File: src/rtl/wdt_pkg.sv
package wdt_pkg;
  localparam int BUS_W = 32;
  localparam int NSLOT = 4;

  // writable slot indices double as their bus addresses and status bit positions
  localparam int SLOT_CTRL = 0;
  localparam int SLOT_LOAD = 1;
  localparam int SLOT_TRIG = 2;
  localparam int SLOT_KEY  = 3;

  localparam logic [2:0] ADR_STATUS = 3'd4;
  localparam logic [2:0] ADR_COUNT  = 3'd5;
  localparam logic [2:0] ADR_RUN    = 3'd6;

  localparam logic [BUS_W-1:0] KEY_ARM_1 = 32'h0000_BBBB;
  localparam logic [BUS_W-1:0] KEY_ARM_2 = 32'h0000_4444;
  localparam logic [BUS_W-1:0] KEY_OFF_1 = 32'h0000_AAAA;
  localparam logic [BUS_W-1:0] KEY_OFF_2 = 32'h0000_5555;

  typedef enum logic [1:0] {
    KS_IDLE  = 2'd0,
    KS_ARMED = 2'd1,
    KS_OFFED = 2'd2
  } key_state_e;
endpackage

File: src/rtl/wdt_post_slot.sv
module wdt_post_slot #(
  parameter int DW  = 32,
  parameter int LAT = 3
) (
  input  logic          clk,
  input  logic          rst_n,
  input  logic          tick,
  input  logic          wr_stb,
  input  logic [DW-1:0] wr_data,
  output logic          pending,
  output logic          commit,
  output logic [DW-1:0] staged
);
  localparam int AGE_W = (LAT < 2) ? 1 : $clog2(LAT);

  logic [AGE_W-1:0] age;

  assign commit = pending && tick && (age == AGE_W'(LAT - 1));

  always_ff @(posedge clk) begin
    if (!rst_n) begin
      pending <= 1'b0;
      age     <= '0;
      staged  <= '0;
    end else if (commit) begin
      pending <= 1'b0;
      age     <= '0;
    end else if (pending && tick) begin
      age <= age + AGE_W'(1);
    end else if (!pending && wr_stb) begin
      pending <= 1'b1;
      age     <= '0;
      staged  <= wr_data;
    end
  end


  pend_clear_on_tick_chk: assert property (@(posedge clk) disable iff (!rst_n)
    $fell(pending) |-> $past(tick));


  staged_hold_chk: assert property (@(posedge clk) disable iff (!rst_n)
    pending |=> $stable(staged));
endmodule

File: src/rtl/wdt_prescale.sv
module wdt_prescale #(
  parameter int RW = 3
) (
  input  logic          clk,
  input  logic          rst_n,
  input  logic          tick_in,
  input  logic          en,
  input  logic [RW-1:0] ratio,
  output logic          tick_out
);
  localparam int DVW = (1 << RW) - 1;

  logic [DVW-1:0] div;
  logic [DVW-1:0] limit;

  always_comb limit = (DVW'(1) << ratio) - DVW'(1);

  assign tick_out = tick_in && (!en || (div >= limit));

  always_ff @(posedge clk) begin
    if (!rst_n) begin
      div <= '0;
    end else if (!en) begin
      div <= '0;
    end else if (tick_in) begin
      div <= tick_out ? '0 : div + DVW'(1);
    end
  end


  prescale_gate_chk: assert property (@(posedge clk) disable iff (!rst_n)
    tick_out |-> tick_in);
endmodule

File: src/rtl/wdt_unlock.sv
module wdt_unlock
  import wdt_pkg::*;
(
  input  logic             clk,
  input  logic             rst_n,
  input  logic             commit,
  input  logic [BUS_W-1:0] word,
  output logic             running
);
  key_state_e st;

  always_ff @(posedge clk) begin
    if (!rst_n) begin
      st      <= KS_IDLE;
      running <= 1'b0;
    end else if (commit) begin
      if (st == KS_ARMED && word == KEY_ARM_2) begin
        running <= 1'b1;
        st      <= KS_IDLE;
      end else if (st == KS_OFFED && word == KEY_OFF_2) begin
        running <= 1'b0;
        st      <= KS_IDLE;
      end else if (word == KEY_ARM_1) begin
        st <= KS_ARMED;
      end else if (word == KEY_OFF_1) begin
        st <= KS_OFFED;
      end else begin
        st <= KS_IDLE;
      end
    end
  end


  run_only_on_commit_chk: assert property (@(posedge clk) disable iff (!rst_n)
    !commit |=> $stable(running));


  rise_needs_arm_chk: assert property (@(posedge clk) disable iff (!rst_n)
    $rose(running) |-> ($past(st) == KS_ARMED && $past(word) == KEY_ARM_2));


  fall_needs_off_chk: assert property (@(posedge clk) disable iff (!rst_n)
    $fell(running) |-> ($past(st) == KS_OFFED && $past(word) == KEY_OFF_2));
endmodule

File: src/rtl/wdt_count.sv
module wdt_count
  import wdt_pkg::*;
#(
  parameter int CW = 32
) (
  input  logic             clk,
  input  logic             rst_n,
  input  logic             step,
  input  logic             run,
  input  logic [CW-1:0]    load_val,
  input  logic             trig_commit,
  input  logic [BUS_W-1:0] trig_word,
  output logic [CW-1:0]    cnt,
  output logic [BUS_W-1:0] last_trig,
  output logic             ovf
);
  logic trig_new;
  logic wrap;

  assign trig_new = trig_commit && (trig_word != last_trig);
  assign wrap     = run && step && (cnt == '1);

  always_ff @(posedge clk) begin
    if (!rst_n) begin
      cnt       <= '0;
      last_trig <= '0;
      ovf       <= 1'b0;
    end else begin
      ovf <= wrap && !trig_new;
      if (trig_new) begin
        cnt       <= load_val;
        last_trig <= trig_word;
      end else if (wrap) begin
        cnt <= load_val;
      end else if (run && step) begin
        cnt <= cnt + CW'(1);
      end
    end
  end


  ovf_reload_chk: assert property (@(posedge clk) disable iff (!rst_n)
    ovf |-> (cnt == $past(load_val)));


  ovf_single_chk: assert property (@(posedge clk) disable iff (!rst_n)
    ovf |=> !ovf);


  hold_when_idle_chk: assert property (@(posedge clk) disable iff (!rst_n)
    (!run && !trig_commit) |=> $stable(cnt));


  dup_trig_chk: assert property (@(posedge clk) disable iff (!rst_n)
    (trig_commit && trig_word == last_trig && !(run && step)) |=> $stable(cnt));


  trig_beats_wrap_chk: assert property (@(posedge clk) disable iff (!rst_n)
    (trig_commit && trig_word != last_trig) |=> !ovf);
endmodule

File: src/rtl/wdog_seq_top.sv
module wdog_seq_top
  import wdt_pkg::*;
#(
  parameter int CNT_W    = 32,
  parameter int RATIO_W  = 3,
  parameter int POST_LAT = 3
) (
  input  logic             clk,
  input  logic             rst_n,
  input  logic             tick_en,
  input  logic             bus_wr,
  input  logic [2:0]       bus_addr,
  input  logic [BUS_W-1:0] bus_wdata,
  output logic [BUS_W-1:0] bus_rdata,
  output logic             wdt_reset_req
);
  localparam int RATIO_LSB = 2;
  localparam int PRE_EN_BIT = RATIO_LSB + RATIO_W;

  logic [NSLOT-1:0] pend;
  logic [NSLOT-1:0] commit;
  logic [BUS_W-1:0] staged [NSLOT];

  logic [BUS_W-1:0] ctrl_q;
  logic [BUS_W-1:0] load_q;
  logic [BUS_W-1:0] last_trig;
  logic [CNT_W-1:0] cnt;
  logic             running;
  logic             step;

  for (genvar i = 0; i < NSLOT; i++) begin : g_slot
    logic stb;
    assign stb = bus_wr && (bus_addr == 3'(i));

    wdt_post_slot #(.DW(BUS_W), .LAT(POST_LAT)) u_slot (
      .clk     (clk),
      .rst_n   (rst_n),
      .tick    (tick_en),
      .wr_stb  (stb),
      .wr_data (bus_wdata),
      .pending (pend[i]),
      .commit  (commit[i]),
      .staged  (staged[i])
    );


    pend_set_by_write_chk: assert property (@(posedge clk) disable iff (!rst_n)
      $rose(pend[i]) |-> ($past(bus_wr) && $past(bus_addr) == 3'(i)));
  end

  always_ff @(posedge clk) begin
    if (!rst_n) begin
      ctrl_q <= '0;
      load_q <= '0;
    end else begin
      if (commit[SLOT_CTRL]) ctrl_q <= staged[SLOT_CTRL];
      if (commit[SLOT_LOAD]) load_q <= staged[SLOT_LOAD];
    end
  end

  wdt_prescale #(.RW(RATIO_W)) u_pre (
    .clk      (clk),
    .rst_n    (rst_n),
    .tick_in  (tick_en),
    .en       (ctrl_q[PRE_EN_BIT]),
    .ratio    (ctrl_q[RATIO_LSB +: RATIO_W]),
    .tick_out (step)
  );

  wdt_unlock u_key (
    .clk     (clk),
    .rst_n   (rst_n),
    .commit  (commit[SLOT_KEY]),
    .word    (staged[SLOT_KEY]),
    .running (running)
  );

  wdt_count #(.CW(CNT_W)) u_cnt (
    .clk         (clk),
    .rst_n       (rst_n),
    .step        (step),
    .run         (running),
    .load_val    (load_q[CNT_W-1:0]),
    .trig_commit (commit[SLOT_TRIG]),
    .trig_word   (staged[SLOT_TRIG]),
    .cnt         (cnt),
    .last_trig   (last_trig),
    .ovf         (wdt_reset_req)
  );

  always_comb begin
    case (bus_addr)
      3'(SLOT_CTRL): bus_rdata = ctrl_q;
      3'(SLOT_LOAD): bus_rdata = load_q;
      3'(SLOT_TRIG): bus_rdata = last_trig;
      ADR_STATUS:    bus_rdata = BUS_W'(pend);
      ADR_COUNT:     bus_rdata = BUS_W'(cnt);
      ADR_RUN:       bus_rdata = BUS_W'(running);
      default:       bus_rdata = '0;
    endcase
  end


  status_idle_reset_chk: assert property (@(posedge clk)
    !rst_n |=> (pend == '0 && !wdt_reset_req));
endmodule

File: config.mk
export PLATFORM = sky130hd
export DESIGN_NAME = wdog_seq_top
export DESIGN_NICKNAME = d
export VERILOG_FILES = /design/src/rtl/wdt_pkg.sv /design/src/rtl/wdt_post_slot.sv /design/src/rtl/wdt_prescale.sv /design/src/rtl/wdt_unlock.sv /design/src/rtl/wdt_count.sv /design/src/rtl/wdog_seq_top.sv
export SDC_FILE = /design/constraint.sdc
export NUM_CORES = 1
export LEC_CHECK = 0
export ABC_AREA = 1
export BUFFER_PORTS_ARGS = -buffer_cell sky130_fd_sc_hd__buf_2
export CORE_AREA = 5 5 159 161
export DETAILED_ROUTE_END_ITERATION = 10
export DIE_AREA = 0 0 164 166
export GPL_TIMING_DRIVEN = 0
export HOLD_SLACK_MARGIN = 0.05
export PLACE_DENSITY = 0.76
export SETUP_SLACK_MARGIN = 0.05
export SYNTH_ARGS = -nofsm -noshare
export SYNTH_HDL_FRONTEND = slang
export SYNTH_SLANG_ARGS = --single-unit
File: constraint.sdc
create_clock -name clk -period 2.16 [get_ports clk]
set_input_delay 0.108 -clock clk [delete_from_list [all_inputs] [get_ports clk]]
set_output_delay 0.108 -clock clk [all_outputs]
set_load 0.02 [all_outputs]
; Word-level counts from Yosys, hierarchy flattened
; Cells that the tools add are included.
[totals]
reg_bits = 279
latch_bits = 0
ram_bits = 0
rom_bits = 0
inputBits = 39
output_inout_bits = 33
memories = 0
[classes]
n_addsub = 7
multipliers = 0
n_div = 0
order_cmp = 1
n_eq_ne = 18
shift = 1
muxes = 19
n_bitwise = 9
n_reduce_logical = 51
[ops]
columns = op, n
row1 = 32-bit case mux with 6 select lines, 1
row2 = 32-bit 2-to-1 mux, 3
row3 = 32-bit by 15-bit equality test with 1-bit output (second input constant), 2
row4 = 32-bit by 16-bit equality test with 1-bit output (second input constant), 2
row5 = 32-bit by 1-bit adder with 32-bit output (second input constant), 1
row6 = 32-bit equality test (second input constant), 1
row7 = 32-bit != test, 1
row8 = 2-bit 2-to-1 mux, 12
row9 = 1-bit logical AND, 23
row10 = 2-bit AND reduction, 6
row11 = 3-bit AND reduction, 4
row12 = 2-bit equality test (second input constant), 5
row13 = 2-bit nonzero test, 5
row14 = 3-bit equality test (second input constant), 3
row15 = 1-bit NOT, 9
row16 = 2-bit by 1-bit adder with 2-bit output (second input constant), 4
row17 = 2-bit OR reduction, 4
row18 = 7-bit by 1-bit adder with 7-bit output (second input constant), 1
row19 = 7-bit >= comparator, 1
row20 = 7-bit 2-to-1 mux, 1
row21 = 1-bit by 3-bit left shift with 7-bit output (first input constant), 1
row22 = 7-bit by 2-bit subtractor with 7-bit output (second input constant), 1
row23 = 3-bit by 2-bit equality test with 1-bit output (second input constant), 2
row24 = 1-bit logical NOT, 6
row25 = 6 further kinds, 7

; Depth between registers and ports, before layout
[depth]
ltp_word = 9
ltp_mapped = 18
depth_no_buf = 18

; Hierarchy
; A second synthesis with hierarchy kept.
[unflattened]
cells_unflattened = 2059
hier_area_um2 = 14142.3
[by_module_without_submodules]
columns = module, n_inst, cells_per_inst, area_each_um2, seq_area_each_um2
row1 = wdt_post_slot, 4, 158, 1316.3, 700.7
row2 = wdt_count, 1, 764, 4624.4, 1301.2
row3 = wdog_seq_top, 1, 505, 3288.2, 1281.2
row4 = wdt_prescale, 1, 82, 590.6, 140.1
row5 = wdt_unlock, 1, 76, 374.1, 60.1

; Worst setup path before layout
; Ideal clock, no wire load.
[synth_timing]
path_kind = register to register
start = register ctrl_q[3]
end = register u_cnt.cnt[9]
t_arrival_ps = 1850
t_required_ps = 2049
slack_ps = 199
path_stages_with_launch = 18
path_buffers = 1
period_less_slack_ps = 1961
cell_sequence = dfxtp_1 > nor2_1 > nand2_1 > ha_1 > inv_1 > nand2_1 > nand2_1 > nand2_1 > nand2_1 > nand2_1 > nand3_1 > nor2_1 > nand2_1 > buf_2 > nand3_1 > nand3_1 > nand3_1 > inv_1
[synth_via]
elab_chain_len = 9
elab_cells_between_ends = 10
cone_classes = add/sub: 1 / order compare: 1 / shift: 1 / mux: 2 / reduce/logical: 5
[synth_rtl]
columns = element, line
row1 = start: declaration, wdog_seq_top.sv:24  ; logic [BUS_W-1:0] ctrl_q;
row2 = start signal: assignment, wdog_seq_top.sv:56  ; if (commit[SLOT_CTRL]) ctrl_q <= staged[SLOT_CTRL];
row3 = 1-bit by 3-bit left shift with 7-bit output (*), wdt_prescale.sv:16  ; always_comb limit = (DVW'(1) << ratio) - DVW'(1);
row4 = 7-bit by 2-bit subtractor with 7-bit output (*), wdt_prescale.sv:16
row5 = 7-bit >= comparator (*), wdt_prescale.sv:18  ; assign tick_out = tick_in && (!en || (div >= limit));
row6 = 1-bit logical OR (*), wdt_prescale.sv:18
row7 = 1-bit logical AND (*), wdt_prescale.sv:18
row8 = 1-bit logical AND (*), "wdt_count.sv:21, wdt_count.sv:35"
row9 = 1-bit logical AND, wdt_count.sv:21  ; assign wrap = run && step && (cnt == '1);
row10 = 32-bit 2-to-1 mux, wdt_count.sv:33  ; end else if (wrap) begin
row11 = 32-bit 2-to-1 mux, wdt_count.sv:30  ; if (trig_new) begin
row12 = end signal: assignment, wdt_count.sv:31  ; cnt <= load_val;
row13 = end signal: assignment, wdt_count.sv:34  ; cnt <= load_val;
row14 = end signal: assignment, wdt_count.sv:36  ; cnt <= cnt + CW'(1);
row15 = end: declaration, wdt_count.sv:13  ; output logic [CW-1:0] cnt,
; Mark *: on every way between the ends. The rest lies on a longest branch, timed or not.
; A chain may end at the register's enable or synchronous reset.

; Worst setup path in the final report
[layout_timing]
start = register u_cnt.cnt[16]
end = register u_cnt.cnt[4]
[layout_via]
elab_chain_len = 4
elab_cells_between_ends = 5
cone_classes = eq/ne: 1 / mux: 2 / reduce/logical: 2
[layout_rtl]
columns = element, line
row1 = 32-bit equality test (*), wdt_count.sv:21
row2 = 1-bit logical AND (*), wdt_count.sv:21
row3 = 32-bit 2-to-1 mux, wdt_count.sv:33
row4 = 32-bit 2-to-1 mux, wdt_count.sv:30
; Marked as above.

==> flow_metrics.py <==
metrics = {
    "run_status": {
        "outcome": "finished with violations",
        "violations": "setup timing",
    },
    "job": {
        "maxCapViolCount": 0,
    },
    "grt": {
        "grt_pass1_vias": 12200,
        "grt_max_degree": 16,
        "overflow": 0,
        "antenna_found_initial": 0,
        "grt_pass1_wl_microns": 65900,
        "track_usage_pct": 30.6,
    },
    "placed_design": {
        "gp_congestion": 0.944,
        "place_hpwl_microns": 33100,
        "dp_cells": 2197,
        "place_area_sq_um": 13600,
        "port_buffers": 71,
    },
    "sta": {
        "setup_viol": 2,
        "fin_crit_ns": 2.17,
        "fin_ws_ns": -0.0135,
        "hold_viol": 0,
        "drv_slew": 0,
        "fmax_mhz": 460,
        "slew_headroom_pct": 47.7,
        "finalCritPeriodShare_pct": 101,
        "grt_setup_unrepaired": "yes",
        "skew_ns": 0.0158,
        "tightest_slew_ns": 0.784,
    },
    "min_path": {
        "worstHoldStart": "bus_wr",
        "holdCritPathClass": "in2reg",
        "hold_depth": 5,
        "hold_end": "g_slot[2].u_slot.staged[3]$_SDFFE_PN0P_",
    },
    "synth": {
        "ys_seq_area_share_pct": 43.4,
        "synth_edf_count": 0,
        "synth_warnings": 0,
        "syn-cell-area_sq_um": 12900,
        "synthArstFlopShare_pct": 0,
        "synth_ff_type": "dfxtp_1",
        "synth_nets": 1854,
        "synth_seq_cells": 279,
        "synth_cell_type_count": 40,
        "syn_inst": 1802,
        "synth.avg_cell_area_sq_um": 7.14,
    },
    "layout": {
        "final_cells": 2292,
        "regArea_sq_um": 5610,
        "drive_gt1_share_pct": 11.9,
        "fin_area_sq_um": 15300,
        "antennaDiodeCount": 0,
        "multi_input_comb_area_sq_um": 6050,
        "fillers": 2111,
        "syn2layout_area_growth_pct": 19.2,
        "post-route-util_pct": 64.3,
        "mostFrequentLayoutCells": "dfxtp_1, nand2_1, inv_1",
        "layout_commonest_cell": "dfxtp_1",
        "nNetsFinal": 1999,
    },
    "critical_path": {
        "required_ns": 2.64,
        "crit_path_end_kind": "flip-flop",
        "cp_common_cell": "nor2_1",
        "reg2reg_to": "u_cnt.cnt[4]$_SDFFE_PN0P_",
        "arrival_ns": 2.66,
        "path_cells": "nand2_1, nor2_1, inv_1, nor2_1, nand4_1, nor2_1, nand2_2, nand2_4, buf_8, nand2_1, nand3_1, nand3_1, inv_1",
        "path_max_fanout": 10,
        "r2r_cells": 13,
        "worstSetupPathType": "reg2reg",
        "reg2reg_from": "u_cnt.cnt[16]$_SDFFE_PN0P_",
        "reg2reg_slack_ns": -0.01,
        "slowest_delay_ns": 0.55,
        "startpoint_type": "flip-flop",
        "critical_path.slowest_cell": "dfxtp_1",
    },
    "clock_tree": {
        "cts.clk_slew.worst_paths_ns": 0.06,
        "numCtsBuffers": 29,
        "htreeDepth": 1,
        "cts_tree": "built",
        "clock_path_buffers": 3,
        "insertion_delay_ns": 0.55,
        "clockRootBuffer": "clkbuf_16",
        "clock-sinks": 279,
    },
    "detailed_routing": {
        "drt-vias-per-instance": 5.62,
        "wl_per_cell_microns": 18.8,
        "drtIter0Drc": 1234,
        "first_pass_iters": 7,
        "ant_nets": 0,
        "vias": 12900,
        "wirelength_microns": 43000,
        "drc_errors": 0,
    },
    "die": {
        "die_h_microns": 166,
        "die_w_microns": 164,
        "num_rows": 57,
        "die-area_sq_um": 27200,
        "ios": 72,
        "start_util_pct": 54.0,
        "coreArea_sq_um": 23800,
    },
    "power_and_ir_drop": {
        "power.leakage_uw": 0.00592,
        "ir_worst_vdd_mv": 0.672,
        "power.density_nw_per_um2": 745,
    },
}
metal layers:
metal  GRT usage, %  part of all wire (%)
met2           49.0                    45
met3           3.25                   8.6
met1           41.4                    41
met4           14.3                   5.0
met5              0                     0
cell usage after synthesis, types with 5 or more instances:
master    instances  share of area, %
or2_2             6              0.29
xor2_1           12              0.82
a22oi_1          29               1.7
clkbuf_1         76               2.2
nand2_1         260               7.6
nand3_1          84               3.3
a21oi_1         208               8.1
nor2_1          186               5.4
buf_2            15              0.58
nor3_1           14              0.54
dfxtp_1         279                43
o21ai_0         244               9.5
nand2_2           5              0.24
ha_1             13               1.3
nand4_1           9              0.44
o221ai_1         29               2.0
inv_2             5              0.15
xnor2_1          31               2.1
inv_1           248               7.2
how the worst max path moves through the flow:
stage / slack (ns) / start / end
3_3_place_gp: -0.23 / ctrl_q[3]$_SDFFE_PN0P_ / u_cnt.cnt[4]$_SDFFE_PN0P_
6_report: -0.01 / u_cnt.cnt[16]$_SDFFE_PN0P_ / u_cnt.cnt[4]$_SDFFE_PN0P_
4_1_cts: 0.05 / ctrl_q[3]$_SDFFE_PN0P_ / u_cnt.cnt[4]$_SDFFE_PN0P_
5_1_grt: -0.13 / u_cnt.cnt[16]$_SDFFE_PN0P_ / u_cnt.cnt[7]$_SDFFE_PN0P_
2_1_floorplan: 0.20 / ctrl_q[3]$_SDFFE_PN0P_ / u_cnt.cnt[9]$_SDFFE_PN0P_
3_5_place_dp: -0.27 / ctrl_q[3]$_SDFFE_PN0P_ / u_cnt.cnt[4]$_SDFFE_PN0P_
flip-flops by register name, indices dropped and copies added (netlist names), 2 cells and up:
register,flops
ctrl_q,32
g_slot.u_slot.staged,128
g_slot.u_slot.age,8
u_pre.div,7
u_cnt.last_trig,32
u_cnt.cnt,32
load_q,32
g_slot.u_slot.pending,4
u_key.st,2
layout make-up:
type / count / area share [%]
clock inverters: 21 / 1.93
repair buffers: 114 / 5.14
well taps: 324 / 2.65
plain buffers: 101 / 3.09
inverters: 255 / 6.28
multi-input cells: 1167 / 39.5
flip-flops and latches: 279 / 36.6
clock buffers: 31 / 4.85
cell families (layout without fill, tap and decap cells):
logic type      after synthesis  count (layout)  share of synthesized area, %
simple gates                588             588                          19.5
buf+inv                     356             522                          10.8
fa+ha+maj                    13              13                          1.26
flops                       279             279                          43.4
compound gates              523             523                          22.0
xor+xnor                     43              43                          2.93
worst max-delay path: cells and delay by family (launching register included):
kind / cells / cell delay [ns]
and+or+nand+nor: 10 / 1.26
DFF: 1 / 0.55
buffers and inverters: 3 / 0.30
metrics by stage:
| step | hold WS, ns | setup WS [ns] | TNS [ns] | total power [uW] |
|---|---|---|---|---|
| after floorplan | 0.243 | 0.199 | 0 | 5730 |
| after global placement | 0.396 | -0.234 | -5.41 | 5960 |
| after detailed placement | 0.403 | -0.267 | -7.05 | 5980 |
| after CTS | 0.118 | 0.0474 | 0 | 11400 |
| after global routing | 0.166 | -0.133 | -1.76 | 11700 |
| final | 0.139 | -0.0135 | -0.0179 | 11400 |
where the power goes:
part | switching (uW) | total [uW] | internal, uW
clock | 2130 | 5460 | 3320
combinational | 452 | 663 | 211
sequential | 56.9 | 5290 | 5230
repair_timing:
| item | 4_1_cts | 5_1_grt |
|---|---|---|
| endpoints found under the hold margin | 135 | 0 |
| pin swaps | 1 | 17 |
| cloned | 0 | 1 |
| setup endpoints to repair | 57 | 62 |
| gates resized for setup | 22 | 73 |
| hold buffers | 34 | 0 |
| buffers inserted | 4 | 4 |
Power figures use the tool's default switching activity.
